===== config.mk =====
export PLATFORM = sky130hd
export DESIGN_NAME = irq_level_arbiter
export DESIGN_NICKNAME = d
export VERILOG_FILES = /design/src/rtl/irq_arb_pkg.sv /design/src/rtl/irq_src_decode.sv /design/src/rtl/irq_rank_tree.sv /design/src/rtl/irq_deliver_gate.sv /design/src/rtl/irq_level_arbiter.sv
export SDC_FILE = /design/constraint.sdc
export NUM_CORES = 1
export LEC_CHECK = 0
export BUFFER_PORTS_ARGS = -buffer_cell sky130_fd_sc_hd__buf_4
export CAP_MARGIN = 10
export CORE_MARGIN = 1
export CORE_UTILIZATION = 25
export DETAILED_ROUTE_END_ITERATION = 8
export PLACE_DENSITY = 0.51
export SYNTH_ARGS = -nofsm -noshare
export SYNTH_HDL_FRONTEND = slang
export SYNTH_SLANG_ARGS = --single-unit

===== constraint.sdc =====
create_clock -name clk -period 26.8 [get_ports clk]
set_clock_uncertainty 0.15 [all_clocks]
set_input_delay 5.36 -clock clk [delete_from_list [all_inputs] [get_ports clk]]
set_output_delay 5.36 -clock clk [all_outputs]
set_load 0.02 [all_outputs]

===== src/rtl/irq_arb_pkg.sv =====
// Package: shared constants, the mode encoding and a helper for forcing
// unimplemented low bits to one.
// Assumes: control bytes are 8 bits wide and modes are 2 bits wide.
package irq_arb_pkg;

    localparam int CTL_W  = 8;
    localparam int MODE_W = 2;
    localparam int KEY_W  = MODE_W + CTL_W;
    localparam int NUM_W  = 12;
    localparam int ID_W   = NUM_W + MODE_W + CTL_W;

    typedef enum logic [MODE_W-1:0] {
        PRV_USER  = 2'd0,
        PRV_SUPER = 2'd1,
        PRV_RSVD  = 2'd2,
        PRV_MACH  = 2'd3
    } prv_e;

    // Returns a mask of (8 - cnt) low ones; any cnt of 8 or more gives zero.
    function automatic logic [CTL_W-1:0] low_ones(input logic [3:0] cnt);
        logic [CTL_W-1:0] m;
        if (cnt >= 4'd8) m = '0;
        else             m = 8'hFF >> cnt;
        return m;
    endfunction

endpackage


===== src/rtl/irq_src_decode.sv =====
// Module: irq_src_decode
// Builds one candidate per source. It produces a valid bit, a ranking key
// {mode, effective byte} and a decoded level.
// Assumes: the configuration counts may exceed 8, and such values are
// treated as 8.
module irq_src_decode
    import irq_arb_pkg::*;
#(
    parameter int NUM_SRC = 8
) (
    input  logic [NUM_SRC-1:0]             src_pending,
    input  logic [NUM_SRC-1:0]             src_enable,
    input  logic [MODE_W*NUM_SRC-1:0]      src_mode,
    input  logic [CTL_W*NUM_SRC-1:0]       src_ctl,
    input  logic [3:0]                     cfg_nlbits,
    input  logic [3:0]                     cfg_ctlbits,
    output logic [NUM_SRC-1:0]             cand_vld,
    output logic [NUM_SRC-1:0][KEY_W-1:0]  cand_key,
    output logic [NUM_SRC-1:0][CTL_W-1:0]  cand_lvl
);

    logic [CTL_W-1:0] pad_impl;
    logic [CTL_W-1:0] pad_lvl;

    // Build the two padding masks once; every source shares them.
    always_comb begin
        pad_impl = low_ones(cfg_ctlbits);
        pad_lvl  = low_ones(cfg_nlbits);
    end

    for (genvar i = 0; i < NUM_SRC; i++) begin : g_src
        logic [MODE_W-1:0] mode_i;
        logic [CTL_W-1:0]  eff_i;

        // Per source: qualify it, form its effective byte, key and level.
        always_comb begin
            mode_i      = src_mode[MODE_W*i +: MODE_W];
            eff_i       = src_ctl[CTL_W*i +: CTL_W] | pad_impl;
            cand_vld[i] = src_pending[i] & src_enable[i] &
                          (mode_i != PRV_RSVD);
            cand_key[i] = {mode_i, eff_i};
            cand_lvl[i] = (eff_i & ~pad_lvl) | pad_lvl;
        end
    end

endmodule


===== src/rtl/irq_rank_tree.sv =====
// Module: irq_rank_tree
// A combinational binary tournament over all candidates. At each node the
// right child wins when its key is greater than or equal to the left
// child's key. Since the right side always holds the higher source numbers,
// ties go to the higher number.
// Assumes: NUM_SRC >= 1. Leaves beyond NUM_SRC are padded as invalid.
module irq_rank_tree
    import irq_arb_pkg::*;
#(
    parameter int NUM_SRC = 8,
    parameter int IDX_W   = (NUM_SRC > 1) ? $clog2(NUM_SRC) : 1
) (
    input  logic [NUM_SRC-1:0]             cand_vld,
    input  logic [NUM_SRC-1:0][KEY_W-1:0]  cand_key,
    input  logic [NUM_SRC-1:0][CTL_W-1:0]  cand_lvl,
    output logic                           win_vld,
    output logic [MODE_W-1:0]              win_mode,
    output logic [CTL_W-1:0]               win_lvl,
    output logic [IDX_W-1:0]               win_idx
);

    localparam int DEPTH = (NUM_SRC > 1) ? $clog2(NUM_SRC) : 0;
    localparam int LEAVES = 1 << DEPTH;
    localparam int NODES  = 2 * LEAVES;

    logic             n_vld [1:NODES-1];
    logic [KEY_W-1:0] n_key [1:NODES-1];
    logic [CTL_W-1:0] n_lvl [1:NODES-1];
    logic [IDX_W-1:0] n_idx [1:NODES-1];

    for (genvar i = 0; i < LEAVES; i++) begin : g_leaf
        if (i < NUM_SRC) begin : g_real
            // Leaf fed directly by a source candidate.
            assign n_vld[LEAVES+i] = cand_vld[i];
            assign n_key[LEAVES+i] = cand_key[i];
            assign n_lvl[LEAVES+i] = cand_lvl[i];
            assign n_idx[LEAVES+i] = IDX_W'(i);
        end else begin : g_pad
            // Padding leaf, never valid.
            assign n_vld[LEAVES+i] = 1'b0;
            assign n_key[LEAVES+i] = '0;
            assign n_lvl[LEAVES+i] = '0;
            assign n_idx[LEAVES+i] = '0;
        end
    end

    for (genvar k = 1; k < LEAVES; k++) begin : g_node
        logic take_r;
        // Choose between the two children; equal keys go to the right.
        assign take_r   = n_vld[2*k+1] &&
                          (!n_vld[2*k] || (n_key[2*k+1] >= n_key[2*k]));
        assign n_vld[k] = n_vld[2*k] | n_vld[2*k+1];
        assign n_key[k] = take_r ? n_key[2*k+1] : n_key[2*k];
        assign n_lvl[k] = take_r ? n_lvl[2*k+1] : n_lvl[2*k];
        assign n_idx[k] = take_r ? n_idx[2*k+1] : n_idx[2*k];
    end

    // The root of the tree is the overall winner.
    always_comb begin
        win_vld  = n_vld[1];
        win_mode = n_key[1][KEY_W-1 -: MODE_W];
        win_lvl  = n_lvl[1];
        win_idx  = n_idx[1];
    end

endmodule


===== src/rtl/irq_deliver_gate.sv =====
// Module: irq_deliver_gate
// Tests the winner against the current privilege and the effective
// threshold for that mode, then registers the request and the identifier.
// Assumes: a synchronous, active-low reset, and at most 4096 sources.
module irq_deliver_gate
    import irq_arb_pkg::*;
#(
    parameter int IDX_W = 3
) (
    input  logic              clk,
    input  logic              rst_n,
    input  logic              win_vld,
    input  logic [MODE_W-1:0] win_mode,
    input  logic [CTL_W-1:0]  win_lvl,
    input  logic [IDX_W-1:0]  win_idx,
    input  logic [MODE_W-1:0] cur_priv,
    input  logic [CTL_W-1:0]  stat_lvl_u,
    input  logic [CTL_W-1:0]  stat_lvl_s,
    input  logic [CTL_W-1:0]  stat_lvl_m,
    input  logic [CTL_W-1:0]  thr_u,
    input  logic [CTL_W-1:0]  thr_s,
    input  logic [CTL_W-1:0]  thr_m,
    output logic              irq_req,
    output logic [ID_W-1:0]   irq_id
);

    logic [CTL_W-1:0] eff_thr;
    logic             deliver;
    logic [NUM_W-1:0] num_ext;

    // Pick the effective threshold for the current privilege mode.
    always_comb begin
        unique case (cur_priv)
            PRV_USER:  eff_thr = (stat_lvl_u > thr_u) ? stat_lvl_u : thr_u;
            PRV_SUPER: eff_thr = (stat_lvl_s > thr_s) ? stat_lvl_s : thr_s;
            PRV_MACH:  eff_thr = (stat_lvl_m > thr_m) ? stat_lvl_m : thr_m;
            default:   eff_thr = '1;
        endcase
    end

    // Decide whether the winner may interrupt the hart right now.
    always_comb begin
        deliver = win_vld &&
                  ((win_mode > cur_priv) ||
                   ((win_mode == cur_priv) && (win_lvl > eff_thr)));
        num_ext = '0;
        num_ext[IDX_W-1:0] = win_idx;
    end

    // Output register: request strobe plus the encoded identifier.
    always_ff @(posedge clk) begin
        if (!rst_n) begin
            irq_req <= 1'b0;
            irq_id  <= '0;
        end else begin
            irq_req <= deliver;
            irq_id  <= deliver ? {win_lvl, win_mode, num_ext} : '0;
        end
    end

    AST_NO_RSVD_MODE: assert property (@(posedge clk) disable iff (!rst_n)
        irq_req |-> (irq_id[13:12] != PRV_RSVD));

    AST_NOT_BELOW_PRIV: assert property (@(posedge clk) disable iff (!rst_n)
        irq_req |-> (irq_id[13:12] >= $past(cur_priv)));

    AST_LEVEL_ABOVE_THR: assert property (@(posedge clk) disable iff (!rst_n)
        (irq_req && (irq_id[13:12] == $past(cur_priv)))
            |-> (irq_id[21:14] > $past(eff_thr)));

    AST_IDLE_ID_ZERO: assert property (@(posedge clk) disable iff (!rst_n)
        !irq_req |-> (irq_id == '0));

endmodule


===== src/rtl/irq_level_arbiter.sv =====
// Module: irq_level_arbiter (top)
// Interrupt arbiter for one hart. Sources are decoded, ranked in a
// combinational tree, and then gated against privilege and threshold.
// The result goes through a single output register.
// Assumes: 1 <= NUM_SRC <= 4096, and a synchronous, active-low reset.
module irq_level_arbiter
    import irq_arb_pkg::*;
#(
    parameter int NUM_SRC = 8
) (
    input  logic                        clk,
    input  logic                        rst_n,
    input  logic [3:0]                  cfg_nlbits,
    input  logic [3:0]                  cfg_ctlbits,
    input  logic [1:0]                  cur_priv,
    input  logic [7:0]                  stat_lvl_u,
    input  logic [7:0]                  stat_lvl_s,
    input  logic [7:0]                  stat_lvl_m,
    input  logic [7:0]                  thr_u,
    input  logic [7:0]                  thr_s,
    input  logic [7:0]                  thr_m,
    input  logic [NUM_SRC-1:0]          src_pending,
    input  logic [NUM_SRC-1:0]          src_enable,
    input  logic [2*NUM_SRC-1:0]        src_mode,
    input  logic [8*NUM_SRC-1:0]        src_ctl,
    output logic                        irq_req,
    output logic [21:0]                 irq_id
);

    localparam int IDX_W = (NUM_SRC > 1) ? $clog2(NUM_SRC) : 1;

    logic [NUM_SRC-1:0]            cand_vld;
    logic [NUM_SRC-1:0][KEY_W-1:0] cand_key;
    logic [NUM_SRC-1:0][CTL_W-1:0] cand_lvl;
    logic                          win_vld;
    logic [MODE_W-1:0]             win_mode;
    logic [CTL_W-1:0]              win_lvl;
    logic [IDX_W-1:0]              win_idx;

    irq_src_decode #(.NUM_SRC(NUM_SRC)) u_decode (
        .src_pending (src_pending),
        .src_enable  (src_enable),
        .src_mode    (src_mode),
        .src_ctl     (src_ctl),
        .cfg_nlbits  (cfg_nlbits),
        .cfg_ctlbits (cfg_ctlbits),
        .cand_vld    (cand_vld),
        .cand_key    (cand_key),
        .cand_lvl    (cand_lvl)
    );

    irq_rank_tree #(.NUM_SRC(NUM_SRC), .IDX_W(IDX_W)) u_tree (
        .cand_vld (cand_vld),
        .cand_key (cand_key),
        .cand_lvl (cand_lvl),
        .win_vld  (win_vld),
        .win_mode (win_mode),
        .win_lvl  (win_lvl),
        .win_idx  (win_idx)
    );

    irq_deliver_gate #(.IDX_W(IDX_W)) u_gate (
        .clk        (clk),
        .rst_n      (rst_n),
        .win_vld    (win_vld),
        .win_mode   (win_mode),
        .win_lvl    (win_lvl),
        .win_idx    (win_idx),
        .cur_priv   (cur_priv),
        .stat_lvl_u (stat_lvl_u),
        .stat_lvl_s (stat_lvl_s),
        .stat_lvl_m (stat_lvl_m),
        .thr_u      (thr_u),
        .thr_s      (thr_s),
        .thr_m      (thr_m),
        .irq_req    (irq_req),
        .irq_id     (irq_id)
    );

    AST_REQ_NEEDS_SOURCE: assert property (@(posedge clk) disable iff (!rst_n)
        (~|(src_pending & src_enable)) |=> !irq_req);

endmodule


==> flow_summary_export.csv <==
group,metric,value,unit
yosys,synth-edff-count,0,
cells_and_area,post_synthesis_to_final_layout_area_growth,29.9,%
yosys,yosysTopAreaCellShare,24.2,%
yosys,yosys.cell_types.count,76,
die,effective_utilization_at_floorplan,25.5,%
power_and_ir_drop,power.ir.vdd_worst,18.8,uV
outcome,run_status,"complete, no violations",
yosys,number_of_standard_cells_after_synthesis,703,
route,finalWirelength,18700,um
worst_setup_path,crit_required,26.76,ns
worst_setup_path,cell_with_the_largest_stage_delay_on_the_worst_path,"sky130_fd_sc_hd__a211oi_2",
cts,worst_setup_hold_path_clk_slew,0.04,ns
global_routing,overflow,0,
route,drt_iter0_drc,259,
cts,root_cell_of_the_clock_tree,"sky130_fd_sc_hd__clkbuf_16",
worst_setup_path,critPathMaxStageDelay,0.65,ns
yosys,asyncSetResetFlopFracSynth,0,%
timing,worstMarginPinSlew,0.975,ns
yosys,count_leader_synth,"sky130_fd_sc_hd__ha_1",
route,routed_wire_length_per_instance,16.5,um
worst_setup_path,setup.worst_path.class,"input pin to flop",
worst_setup_path,cp_data_arrival_time,13.82,ns
timing,total_negative_setup_slack,0,ns
cells_and_area,antenna_cells_inserted,0,
power_and_ir_drop,p_leak,3.41,nW
route,firstDrtPassIters,6,
placement,io_buffer_count,169,
route,route.antenna.remaining_nets,0,
placement,dpl_cell_area,6880,um2
cells_and_area,final.fill_count,2269,
hold_path,hold_path_class,"input pin to flop",
yosys,mean_area_per_synthesized_cell,7.64,um2
yosys,netlist_top_cells_area,"sky130_fd_sc_hd__ha_1 24%, sky130_fd_sc_hd__nor2_1 5.3%, sky130_fd_sc_hd__dfxtp_1 5.2%, sky130_fd_sc_hd__mux2_2 4.6%, sky130_fd_sc_hd__inv_1 4.3%",
route,num_vias,5630,
cells_and_area,final_cell_area,6970,um2
cts,number_of_buffers_inserted_by_post_cts_setup_repair,0,
timing,max_clock_freq,0.0722,GHz
cells_and_area,final-seq-area,280,um2
yosys,area_of_the_mapped_netlist,5370,um2
worst_setup_path,critPathBufInv,3,
die,die_height,149,um
global_routing,grt_start_max_net_pins,19,
yosys,yosys.area.top_type,"sky130_fd_sc_hd__ha_1",
yosys,ys_ff_latch,14,
timing,hold_viol,0,
timing,hold-worst-slack,5.34,ns
timing,slew-limit-headroom,34.7,%
yosys,synth-seq-area-share,5.22,%
die,boundaryPins,179,
cells_and_area,multiInputGateArea,4750,um2
worst_setup_path,critPathCaptureType,"flop",
die,number_of_placement_rows,53,
placement,place_congestion,0.846,
placement,post-place-ws,12.81,ns
global_routing,global_route_wire_length_before_repair,28800,um
global_routing,grt_pass1_vias,5557,
cts,post_cts_hold_buffer_count,0,
worst_setup_path,path_delay_family,"compound AO/OA/AOI/OAI gates",
global_routing,number_of_antenna_violations_at_the_first_check_in_global_routing,0,
yosys,ys_warn_count,0,
timing,count_of_endpoints_failing_setup_in_the_final_report,0,
timing,rsz0062_at_grt,"no",
timing,slew_violations,0,
cts,number_of_cts_inserted_buffers,3,
die,floorplan.die_area,22100,um2
cts,clock_tree.htree_level_count,1,
yosys,synth_ff_type,"sky130_fd_sc_hd__dfxtp_1",
die,die_width,149,um
cts,cts_tree,"done",
power_and_ir_drop,post_layout_power,0.221,mW
timing,post-route-worst-setup-slack,12.94,ns
cts,ctsLongestPathBuffers,2,
cts,cts.sink_count,14,
worst_setup_path,critPathMaxFanout,18,
power_and_ir_drop,power_density,31.7,nW/um2
route,drc,0,
placement,place_hpwl,16600,um
route,via_per_inst,4.96,
cells_and_area,final_layout_size_suffix_gt1_share,31.4,%
timing,finalWorstPathRequiredPeriod,13.86,ns
job,maxCapViolCount,0,
cts,post_cts_resize_count,0,
yosys,ys_top_cells_by_count,"104 x sky130_fd_sc_hd__ha_1, 76 x sky130_fd_sc_hd__nor2_1, 61 x sky130_fd_sc_hd__inv_1",
cells_and_area,nets,1122,
worst_setup_path,worst_setup_path_start_kind,"input pin",
timing,final_clock_period_utilization_by_the_worst_path,51.7,%
global_routing,global_router_s_overall_resource_usage,16.7,%
die,coreArea,21000,um2
==> registers in the layout, indices dropped and copies added, names as in the netlist <==
| name | count |
|---|---|
| u_gate.irq_id | 13 |
| u_gate.irq_req | 1 |
==> metrics by stage <==
stage	util (%)	std cells
detailed placement	32.7	1132
finish	33.2	1136
global route	33.2	1136
global placement	32.7	1132
CTS	33.2	1136
floorplan	-	711
==> layout by cell type, fill, tap and decap left out, drive strengths merged, types with 15 or more instances in the layout <==
cell / synthesis / layout
buf: 15 / 170
ha: 104 / 104
nor2: 78 / 78
inv: 61 / 61
a21oi: 47 / 47
nand2: 45 / 45
a21o: 30 / 30
or2: 30 / 30
o21ai: 25 / 25
mux2i: 24 / 24
mux2: 24 / 24
a211oi: 22 / 22
nor2b: 16 / 16
nor3: 15 / 15
==> metal layers <==
metal,track usage (%),routed length (um),up-vias
li1,-,-,2906
met2,28.1,8550,162
met5,0,0,-
met4,4.28,336,0
met1,21.9,8630,2546
met3,2.52,1210,16
==> area by class of cell <==
class / count / share of cell area [%]
tap: 275 / 4.93
timing repair buffer: 170 / 18.3
inverter: 61 / 3.28
sequential: 14 / 4.02
multi-input combinational: 612 / 68.2
clock buffer: 4 / 1.27
==> power by group <==
group          switching, mW  total, mW  leakage, nW  internal, mW
clock network        0.00926     0.0319       0.0442        0.0226
logic                 0.0901      0.162         3.25        0.0719
registers            0.00205     0.0274        0.115        0.0253
total                  0.101      0.221         3.41         0.120
==> cells by family after synthesis <==
| group | after synthesis | share of synthesized area [%] |
|---|---|---|
| AOI/OAI and AO/OA | 206 | 30.7 |
| adders and majority gates | 104 | 24.2 |
| buffers and inverters | 85 | 6.78 |
| DFF | 14 | 5.22 |
| muxes | 48 | 9.79 |
| other | 1 | 0.0698 |
| and+or+nand+nor | 245 | 23.2 |
==> worst paths after layout <==
check	startpoint	to	depth (start not counted)	slack (ns)
max	cfg_ctlbits[3]	u_gate.irq_id[13]	32	12.94
min	cfg_nlbits[0]	u_gate.irq_id[21]	3	5.34
Power figures use the tool's default switching activity.
